File: src/rtl/usb_lc_pkg.sv
package usb_lc_pkg;

    localparam int LINE_W = 2;

    typedef enum logic [LINE_W-1:0] {
        LS_SE0 = 2'b00,
        LS_J   = 2'b01,
        LS_K   = 2'b10
    } line_e;

    typedef struct packed {
        logic host;
        logic rst;
        logic rsm;
        logic act;
        logic run;
        logic def;
    } ctl_s;

    typedef struct packed {
        logic req;
        logic done;
    } hsk_s;

endpackage

File: src/rtl/usb_lc_ctlbits.sv
module usb_lc_ctlbits
    import usb_lc_pkg::*;
(
    input  logic clk,
    input  logic rst_n,
    input  logic host_mode,
    input  logic wr_reset_en,
    input  logic wr_reset_val,
    input  logic wr_resume_en,
    input  logic wr_resume_val,
    input  logic wr_active_en,
    input  logic wr_active_val,
    output ctl_s ctl_q_o,
    output logic run_next_o
);

    ctl_s ctl_d, ctl_q;

    always_comb begin
        ctl_d      = ctl_q;
        ctl_d.host = host_mode;
        if (wr_reset_en)  ctl_d.rst = wr_reset_val;
        // a resume may only start on an idle port
        if (wr_resume_en) ctl_d.rsm = wr_resume_val & ~ctl_q.act;
        if (wr_active_en) ctl_d.act = wr_active_val;
        // once running, the reset holds; otherwise it waits for a quiet port
        ctl_d.run = ctl_d.rst & host_mode & (ctl_q.run | (~ctl_d.act & ~ctl_d.rsm));
        ctl_d.def = ctl_d.rst & host_mode & ~ctl_d.run;
    end

    always_ff @(posedge clk) begin
        if (!rst_n) ctl_q <= '0;
        else        ctl_q <= ctl_d;
    end

    assign ctl_q_o    = ctl_q;
    assign run_next_o = ctl_d.run;

endmodule

File: src/rtl/usb_lc_hsk.sv
module usb_lc_hsk
    import usb_lc_pkg::*;
(
    input  logic clk,
    input  logic rst_n,
    input  logic run_next,
    input  logic hs_enable,
    input  logic hsk_ack,
    output logic hsk_req_o
);

    hsk_s hs_d, hs_q;

    always_comb begin
        hs_d      = hs_q;
        hs_d.done = run_next & (hs_q.done | (hs_q.req & hsk_ack));
        hs_d.req  = run_next & hs_enable & ~hs_d.done;
    end

    always_ff @(posedge clk) begin
        if (!rst_n) hs_q <= '0;
        else        hs_q <= hs_d;
    end

    assign hsk_req_o = hs_q.req;

endmodule

File: src/rtl/usb_lc_drive.sv
module usb_lc_drive
    import usb_lc_pkg::*;
(
    input  ctl_s              ctl,
    output logic [LINE_W-1:0] line_o,
    output logic              oe_o
);

    line_e ls;

    always_comb begin
        if (ctl.run) begin
            ls   = LS_SE0;
            oe_o = 1'b1;
        end else if (ctl.rsm && ctl.host) begin
            ls   = LS_K;
            oe_o = 1'b1;
        end else begin
            ls   = LS_J;
            oe_o = 1'b0;
        end
    end

    assign line_o = ls;

endmodule

File: src/rtl/usb_host_linectl.sv
module usb_host_linectl
    import usb_lc_pkg::*;
(
    input  logic              clk,
    input  logic              rst_n,
    input  logic              host_mode,
    input  logic              hs_enable,
    input  logic              wr_reset_en,
    input  logic              wr_reset_val,
    input  logic              wr_resume_en,
    input  logic              wr_resume_val,
    input  logic              wr_active_en,
    input  logic              wr_active_val,
    input  logic              hsk_ack,
    output logic [LINE_W-1:0] line_state,
    output logic              line_oe,
    output logic              reset_bit,
    output logic              resume_bit,
    output logic              active_bit,
    output logic              reset_deferred,
    output logic              hsk_req
);

    ctl_s ctl;
    logic run_next;

    usb_lc_ctlbits u_bits (
        .clk          (clk),
        .rst_n        (rst_n),
        .host_mode    (host_mode),
        .wr_reset_en  (wr_reset_en),
        .wr_reset_val (wr_reset_val),
        .wr_resume_en (wr_resume_en),
        .wr_resume_val(wr_resume_val),
        .wr_active_en (wr_active_en),
        .wr_active_val(wr_active_val),
        .ctl_q_o      (ctl),
        .run_next_o   (run_next)
    );

    usb_lc_hsk u_hsk (
        .clk      (clk),
        .rst_n    (rst_n),
        .run_next (run_next),
        .hs_enable(hs_enable),
        .hsk_ack  (hsk_ack),
        .hsk_req_o(hsk_req)
    );

    usb_lc_drive u_drv (
        .ctl   (ctl),
        .line_o(line_state),
        .oe_o  (line_oe)
    );

    assign reset_bit      = ctl.rst;
    assign resume_bit     = ctl.rsm;
    assign active_bit     = ctl.act;
    assign reset_deferred = ctl.def;

endmodule

File: config.mk
export PLATFORM = sky130hd
export DESIGN_NAME = usb_host_linectl
export DESIGN_NICKNAME = d
export VERILOG_FILES = /design/src/rtl/usb_lc_pkg.sv /design/src/rtl/usb_lc_ctlbits.sv /design/src/rtl/usb_lc_hsk.sv /design/src/rtl/usb_lc_drive.sv /design/src/rtl/usb_host_linectl.sv
export SDC_FILE = /design/constraint.sdc
export NUM_CORES = 1
export LEC_CHECK = 0
export ABC_AREA = 1
export CAP_MARGIN = 20
export CORE_AREA = 2 2 39 41
export CTS_CLUSTER_DIAMETER = 150
export DETAILED_ROUTE_END_ITERATION = 16
export DIE_AREA = 0 0 41 43
export SLEW_MARGIN = 25
export SYNTH_ARGS = -nofsm -noshare
export SYNTH_HDL_FRONTEND = slang
export SYNTH_SLANG_ARGS = --single-unit
File: constraint.sdc
create_clock -name clk -period 1.2 [get_ports clk]
set_clock_uncertainty 0.1 [all_clocks]
set_input_delay 0.24 -clock clk [delete_from_list [all_inputs] [get_ports clk]]
set_output_delay 0.24 -clock clk [all_outputs]
set_load 0.05 [all_outputs]
==> results of run 1 <==
-- cell type report --
type	count	area, µm²
Sequential cell	8	169
Tap cell	16	20.0
Clock buffer	4	26.3
Multi-Input combinational cell	23	131
Inverter	11	41.3
Fill cell	130	706
Timing Repair Buffer	22	290
-- worst min path at each step --
stage                       start              end  slack [ns]  depth (start not counted)
detailed placement  u_hsk.hs_q[0]    u_hsk.hs_q[0]        0.37                          2
CTS                 u_hsk.hs_q[0]    u_hsk.hs_q[0]        0.38                          2
global placement    u_hsk.hs_q[0]    u_hsk.hs_q[0]        0.36                          2
finish              u_hsk.hs_q[0]    u_hsk.hs_q[0]        0.37                          2
floorplan               hs_enable  u_hsk.hsk_req_o        0.27                          2
global route        u_hsk.hs_q[0]  u_hsk.hsk_req_o        0.43                          3
-- power breakdown --
group / internal (µW) / total [µW] / switching (µW) / leakage (µW)
Sequential: 277 / 288 / 10.8 / 0.0000675
Combinational: 92.3 / 170 / 77.3 / 0.000233
Clock: 127 / 223 / 95.7 / 0.0000150
Total: 497 / 680 / 184 / 0.000315
-- layout by cell type (no fill, tap or decap) --
cell type         n
a21oi_1           2
a21oi_2           1
a21oi_4           1
buf_12            8
buf_4             4
clkbuf_1          1
clkbuf_4          3
clkdlybuf4s50_1  10
dfxtp_1           3
dfxtp_2           4
dfxtp_4           1
inv_1            10
inv_2             1
nand2_1           6
nand2_2           3
nand3_1           1
nand3_2           1
nor2_1            6
nor2_2            1
nor2_4            1
-- metal layers --
layer  GRT usage (%)  wire (µm)  vias up  part of all wire [%]
met2            14.7        367       11                    57
met1            10.5        234      137                    36
met4            10.0          8        0                   1.2
li1                -          -      174                     -
met3            3.14         35        2                   5.4
met5               0          0        -                     0
-- stage by stage --
step,power [µW],instances,TNS (ns),worst slack (ns),hold WS [ns]
2_1_floorplan,362,42,-0.211,-0.211,0.266
3_3_place_gp,458,79,-0.686,-0.159,0.356
3_5_place_dp,460,79,-0.844,-0.195,0.365
4_1_cts,689,84,-0.426,-0.165,0.377
5_1_grt,715,84,-0.460,-0.169,0.430
6_report,680,84,-0.326,-0.129,0.375
-- flip-flops by register name, indices dropped and copies added (netlist names) --
register / count
u_bits.ctl_q_o: 6
u_hsk.hs_q: 1
u_hsk.hsk_req_o: 1
-- logic make-up after synthesis --
| family | after synthesis |
|---|---|
| AND/OR/NAND/NOR | 19 |
| AO/OA/AOI/OAI | 4 |
| flip-flops | 8 |
| buffers and inverters | 11 |
-- what timing repair did --
action,in CTS,in global routing
buffers inserted,1,0
gates resized for setup,3,1
setup endpoints to repair,3,6
pin swaps,2,1
cloned,0,0
hold buffers,0,0
-- critical path: cells and delay by family (launching register included) --
kind | cells | cell delay (ns)
DFF | 1 | 0.35
buffers and inverters | 2 | 0.20
AOI/OAI and AO/OA | 1 | 0.17
==> metrics.yaml, run 1 <==
status: "complete, but fails checks"
period_share_pct: 111
powerDensity_nw_per_um2: 1000
yosys-top-cells-area: "dfxtp_1, inv_1, nor2_1, nand2_1, a21oi_1"
cts_inserted_buffers: 3
yosysSeqAreaShare_pct: 51.6
cp.required_ns: 0.86
reg2reg_depth: 6
period_needed_ns: 1.33
rrSetupSlack_ns: 0.15
drive_gt1_share_pct: 42.6
crit_slowest_cell: "dfxtp_4"
hold_class: "flip-flop to flip-flop"
setup_slack_ns: -0.129
grt_pass1_vias: 304
cts_root_buf: "clkbuf_4"
rr_startpoint: "u_bits.ctl_q_o[3]"
drc: 0
gp_congestion: 0.709
ys_async_sr_fraction_pct: 0
dp_hpwl_um: 548
synthMuxAreaShare_pct: 0
synth_top_family_by_area: "simple AND/OR/NAND/NOR gates"
avgViaCountPerCell: 3.86
die_h_um: 43
synthXorXnorAreaFrac_pct: 0
grt_antenna_before_repair: 0
port_buffers: 18
die_w_um: 41
track_usage_pct: 10.1
cp_data_arrival_time_ns: 0.99
drt_first_pass_iters: 2
postSynthCellCount: 42
synth-edff-count: 0
yosys.area_share.adder_pct: 0
finalHoldViolCount: 0
cp_cell_sequence: "a21oi_4, inv_2, buf_12"
setup_viol: 4
synth_warnings: 0
cp-start-kind: "flip-flop"
relSlewSlack_pct: 88.6
dpl_cell_area_um2: 638
synth_cell_types: 9
synth_compound_area_share_pct: 6.45
routedWlPerCell_um: 7.68
die-area_um2: 1760
slowest_delay_ns: 0.35
drv_cap: 0
ctsHtreeMaxLevel: 1
synth_top_flop_cell: "dfxtp_1"
synth_top_area_share_pct: 51.6
grt_max_degree: 6
fp-row-count: 14
overflow: 0
violations: "negative setup slack"
drv_slew: 0
fin_nets: 80
synth_commonest_cells: "inv_1, dfxtp_1, nor2_1"
p_leak_uw: 0.000315
finalInstanceArea_um2: 678
vias: 324
syn2layout_area_growth_pct: 119
ys_seq_elements: 8
clkLatencyLatePin_ns: 0.26
cts_sinks: 8
critical_path_class: "flip-flop to primary output"
core_um2: 1380
yosysMostFrequentCell: "inv_1"
final_util_pct: 49.0
clk_pin_slew_ns: 0.06
synth_area_um2: 310
detail-route-antenna-nets: 0
vdd_drop_max_v: 0.000413
cp_max_fo: 3
critPathLaunch: "u_bits.ctl_q_o[3]"
end_kind: "primary output"
drt_iter0_drc: 3
rsz0062_at_grt: "yes"
syn_nets: 53
clk_path_buf_depth: 2
endpoint: "line_oe"
syn_avg_cell_area_um2: 7.39
synth-simple-area-share_pct: 28.6
start_util_pct: 22.4
antenna-diode-count: 0
r2r_end: "u_hsk.hs_q[0]"
cts_tree: "yes"
synth_top_cell_by_area: "dfxtp_1"
tightest_slew_ns: 0.170
max_freq_mhz: 752
ioPinCount: 19
grt_pass1_wl_um: 1150
routed_wl_um: 645
(Power assumes the default switching activity.)
==> run 2: changes to the inputs <==
--- a/config.mk
+++ b/config.mk
@@ -7,10 +7,13 @@
 export LEC_CHECK = 0
 export ABC_AREA = 1
 export CAP_MARGIN = 20
-export CORE_AREA = 2 2 39 41
+export CELL_PAD_IN_SITES_DETAIL_PLACEMENT = 0
+export CELL_PAD_IN_SITES_GLOBAL_PLACEMENT = 1
+export CORE_MARGIN = 1.5
+export CORE_UTILIZATION = 23
 export CTS_CLUSTER_DIAMETER = 150
 export DETAILED_ROUTE_END_ITERATION = 16
-export DIE_AREA = 0 0 41 43
+export PLACE_DENSITY_LB_ADDON = 0.1
 export SLEW_MARGIN = 25
 export SYNTH_ARGS = -nofsm -noshare
 export SYNTH_HDL_FRONTEND = slang
==> constraint.sdc (replaced) <==
create_clock -name clk -period 1.7 [get_ports clk]
set_clock_uncertainty 0.1 [all_clocks]
set_input_delay 0.34 -clock clk [delete_from_list [all_inputs] [get_ports clk]]
set_output_delay 0.34 -clock clk [all_outputs]
set_load 0.05 [all_outputs]
==> run 2 against run 1 <==
The flow now finishes without violations; worst hold slack barely moved; clock-buffer cell count is 1 lower; wire length decreased by 9.8%; power is 35% lower; critical path depth unchanged; final area decreased by 15%; largest power group unchanged; non-clock buffer count is 4 lower; critical path type unchanged; sequential share of layout area is 2.9 points higher; flip-flop and latch count unchanged.
==> metrics.yaml, run 2 (synthesis results as in run 1) <==
hold_class: "flip-flop to flip-flop"
drv_slew: 0  # unchanged
core_um2: 1280  # -7.1%
m1WireLength_um: 281  # +20%
placed_cells: 75  # -5.1%
overflow: 0  # unchanged
end_kind: "primary output"
post-cts-setup-buffers: 0  # -1
clk_path_buf_depth: 2  # unchanged
final_util_pct: 44.8  # -4.2 points
cts_hold_buffers: 0  # unchanged
clkLatencyLatePin_ns: 0.25  # about the same
status: "complete, no violations"
top_layer: "met4"
grt_pass1_vias: 247  # -19%
die_h_um: 39.7  # -7.6%
cts_sinks: 8  # unchanged
ctsResizeCount: 0  # -3
dpl_cell_area_um2: 553  # -13%
drv_cap: 0  # unchanged
max_freq_mhz: 658
vdd_drop_max_v: 0.000414  # +0.43%
setup_viol: 0  # -4
track_usage_pct: 9.87  # -0.22 points
cts_root_buf: "clkbuf_4"
detail-route-antenna-nets: 0  # unchanged
critical_path_class: "flip-flop to primary output"
final_common_cell: "inv_1"
clk_pin_slew_ns: 0.05  # about the same
wl_met2_um: 242  # -34%
tightest_slew_ns: 0.246  # +0.0754 ns
p_total_uw: 441  # -35%
syn2layout_area_growth_pct: 85.5
cts_inserted_buffers: 3  # unchanged
rsz0062_at_grt: "no"
largest_reg_flops: 6  # unchanged
fin_cells: 78  # -7.1%
avgViaCountPerCell: 3.77  # -2.3%
p_leak_uw: 0.000282  # -10%
period_share_pct: 89.3
routed_wl_um: 582  # -9.8%
routedWlPerCell_um: 7.46  # -2.8%
period_needed_ns: 1.52
drc: 0  # unchanged
ioPinCount: 19  # unchanged
ctsHtreeMaxLevel: 1  # unchanged
fp-row-count: 13  # -1
cp-start-kind: "flip-flop"
fin_nets: 76  # -5.0%
cp.required_ns: 1.26  # +0.40 ns
cts_tree: "yes"
grt_max_degree: 5  # -1
start_util_pct: 24.1  # +1.7 points
cp_data_arrival_time_ns: 1.08  # +0.09 ns
grt_pass1_wl_um: 938  # -18%
drt_iter0_drc: 2  # -1
dr_wl_met3_um: 48  # +37%
drt_first_pass_iters: 4  # +2
vias: 294  # -9.3%
holdWs_ns: 0.374  # -0.000470 ns
port_buffers: 18  # unchanged
finalInstanceArea_um2: 576  # -15%
drive_gt1_share_pct: 28.6  # -14 points
grt_antenna_before_repair: 0  # unchanged
gp_congestion: 0.598  # -16%
antenna-diode-count: 0  # unchanged
die_w_um: 39.7  # -3.1%
die-area_um2: 1580  # -10%
dp_hpwl_um: 477  # -13%
cp_max_fo: 4  # +1
finalHoldViolCount: 0  # unchanged
powerDensity_nw_per_um2: 766  # -24%
final_cell_mix: "inv_1, clkdlybuf4s50_1, dfxtp_1"
relSlewSlack_pct: 83.6  # -5.0 points
-- run 2: cell count changes in the layout (fill, tap and decap cells not counted), sizes merged --
| cell | previous run | this run |
|---|---|---|
| buf | 12 | 8 |
| clkbuf | 4 | 3 |
-- run 2: critical path, cell delays in order, from the launching register on --
cell,delay (ns)
dfxtp_1,0.45
nand2_1,0.10
nor2_2,0.13
buf_12,0.15
-- run 2: report_power, final --
part           total [µW]  switching [µW]  internal [µW]
Clock                 140            59.9           80.5
Sequential            201            6.41            195
Combinational        99.2            50.8           48.4
-- run 2: cell type report --
class,instances,area (µm²)
inverters,11,41.3
repair buffers,18,210
clock buffers,3,22.5
multi-input cells,23,123
flip-flops and latches,8,160
well taps,15,18.8
fillers,133,709
-- run 2: final timing paths --
path	startpoint	end	slack, ns	cells after the start
setup / recovery	u_bits.ctl_q_o[3]	line_state[1]	0.18	3
hold / removal	u_hsk.hs_q[0]	u_hsk.hs_q[0]	0.37	2
setup reg to reg	u_bits.ctl_q_o[3]	u_hsk.hs_q[0]	0.66	5
hold reg to reg	u_hsk.hs_q[0]	u_hsk.hs_q[0]	0.37	2
-- run 2: layer usage --
metal  GRT usage (%)  vias to the layer above
met3            3.41                        2
li1                -                      165
met4            12.9                        0
met2            12.3                       13
met5               0                        -
met1            11.2                      114
-- run 2: through the flow --
| step | TNS (ns) | worst slack (ns) |
|---|---|---|
| floorplan | -0.0386 | -0.0386 |
| global placement | 0 | 0.254 |
| detailed placement | 0 | 0.223 |
| CTS | 0 | 0.153 |
| global route | 0 | 0.0873 |
| finish | 0 | 0.181 |
==> run 3: changes to the inputs <==
--- a/config.mk
+++ b/config.mk
@@ -9,10 +9,11 @@
 export CAP_MARGIN = 20
 export CELL_PAD_IN_SITES_DETAIL_PLACEMENT = 0
 export CELL_PAD_IN_SITES_GLOBAL_PLACEMENT = 1
-export CORE_MARGIN = 1.5
-export CORE_UTILIZATION = 23
+export CORE_AREA = 2 2 39 41
+export CTS_BUF_LIST = sky130_fd_sc_hd__clkbuf_8
 export CTS_CLUSTER_DIAMETER = 150
 export DETAILED_ROUTE_END_ITERATION = 16
+export DIE_AREA = 0 0 41 43
 export PLACE_DENSITY_LB_ADDON = 0.1
 export SLEW_MARGIN = 25
 export SYNTH_ARGS = -nofsm -noshare
==> run 3 against run 2 <==
Flip-flop and latch count unchanged; worst hold slack worse by 0.013 ns; sequential share of layout area down 0.94 points; power up 19%; wire length down 4.0%; global-route usage down 0.89 points; worst setup slack better by 0.018 ns; fmax up 1.2%; final area up 3.5%; largest power group is now the clock network.
==> metrics.yaml, run 3 (synthesis results as in run 1) <==
clk_path_buf_depth: 2  # unchanged
final_common_cell: "inv_1"
dp_hpwl_um: 474  # -0.48%
avgViaCountPerCell: 4.03  # +6.8%
overflow: 0  # unchanged
drv_slew: 0  # unchanged
setup_viol: 0  # unchanged
drt_iter0_drc: 2  # unchanged
die_w_um: 41  # +3.2%
drv_cap: 0  # unchanged
cts_hold_buffers: 0  # unchanged
grt_pass1_wl_um: 1000  # +6.6%
vias: 318  # +8.2%
hold_class: "flip-flop to flip-flop"
ctsResizeCount: 0  # unchanged
holdWs_ns: 0.362  # -0.0126 ns
die-area_um2: 1760  # +12%
cp_data_arrival_time_ns: 1.06  # -0.02 ns
cp.required_ns: 1.26  # about the same
antenna-diode-count: 0  # unchanged
end_kind: "primary output"
cts_sinks: 8  # unchanged
finalHoldViolCount: 0  # unchanged
final_cell_mix: "inv_1, clkdlybuf4s50_1, dfxtp_1"
drive_gt1_share_pct: 28.6  # unchanged
fin_nets: 76  # unchanged
routedWlPerCell_um: 7.08  # -5.2%
cp_max_fo: 4  # unchanged
ctsHtreeMaxLevel: 1  # unchanged
rr_startpoint: "u_bits.ctl_q_o[3]"
period_share_pct: 88.3  # -1.0 points
powerDensity_nw_per_um2: 885  # +15%
tightest_slew_ns: 0.254  # +0.00817 ns
routed_wl_um: 559  # -4.0%
drt_first_pass_iters: 2  # -2
period_needed_ns: 1.50  # -0.0178 ns
rrSetupSlack_ns: 0.66  # about the same
core_um2: 1380  # +7.7%
cts_inserted_buffers: 3  # unchanged
clkLatencyLatePin_ns: 0.22  # -0.03 ns
critical_path_class: "flip-flop to primary output"
gp_congestion: 0.656  # +9.6%
detail-route-antenna-nets: 0  # unchanged
die_h_um: 43  # +8.2%
grt_antenna_before_repair: 0  # unchanged
fp-row-count: 14  # +1
critPathLaunch: "u_bits.ctl_q_o[3]"
track_usage_pct: 8.98  # -0.89 points
syn2layout_area_growth_pct: 91.9
start_util_pct: 22.4  # -1.7 points
reg2reg_depth: 5  # unchanged
setup_tns_ns: 0  # unchanged
cp-start-kind: "flip-flop"
port_buffers: 18  # unchanged
rsz0062_at_grt: "no"
max_freq_mhz: 666  # +1.2%
worst_hold_startpoint: "u_hsk.hs_q[0]"
p_leak_uw: 0.000290  # +2.8%
vdd_drop_max_v: 0.000473  # +14%
status: "complete, no violations"
post-cts-setup-buffers: 0  # unchanged
n_fill_cell: 152  # +14%
drc: 0  # unchanged
grt_pass1_vias: 263  # +6.5%
grt_max_degree: 5  # unchanged
ioPinCount: 19  # unchanged
cts_tree: "yes"
relSlewSlack_pct: 83.0  # -0.55 points
largest_reg_flops: 6  # unchanged
cts_root_buf: "clkbuf_8"
min_path_cells: 2  # unchanged
clk_pin_slew_ns: 0.04  # about the same
==> run 3: cell counts in the layout (fill, tap and decap cells not counted) <==
Identical to the previous run, type by type.
==> run 3: final timing paths <==
kind,to
max,line_state[1]
min,u_hsk.hs_q[0]
max reg2reg,u_hsk.hs_q[0]
min reg2reg,u_hsk.hs_q[0]
==> run 3: routing by layer <==
| layer | GRT usage, % | share of wire (%) | vias up |
|---|---|---|---|
| met5 | 0 | 0 | - |
| met3 | 7.85 | 11 | 0 |
| met2 | 10.6 | 49 | 13 |
| met1 | 11.1 | 40 | 140 |
| met4 | 4.00 | 0 | 0 |
| li1 | - | - | 165 |
==> run 3: final cells by class <==
cell class | instances | area (µm²) | area share (%)
Timing Repair Buffer | 18 | 210 | 35.3
Sequential cell | 8 | 160 | 26.9
Clock buffer | 3 | 41.3 | 6.93
Multi-Input combinational cell | 23 | 123 | 20.6
Inverter | 11 | 41.3 | 6.93
Tap cell | 16 | 20.0 | 3.36
==> run 3: through the flow <==
stage	instance area [µm²]	cells	worst slack (ns)	total power [µW]	util, %
after floorplan	324	42	-0.0386	255	-
after global placement	554	76	0.257	306	40.1
after detailed placement	554	76	0.241	306	40.1
after CTS	596	79	0.185	536	43.0
after global routing	596	79	0.141	558	43.0
final	596	79	0.199	527	43.0
==> run 3: worst max-delay path, stage by stage, from the launching register on <==
cell and delay (ns):
dfxtp_1 0.45, nand2_1 0.10, nor2_2 0.13, buf_12 0.15
==> run 3: where the power goes <==
part / internal, µW / switching [µW] / total, µW / leakage [µW]
clock: 153 / 72.5 / 226 / 0.0000216
combinational: 48.4 / 50.5 / 98.9 / 0.000203
sequential: 196 / 6.41 / 202 / 0.0000654
total: 397 / 129 / 527 / 0.000290
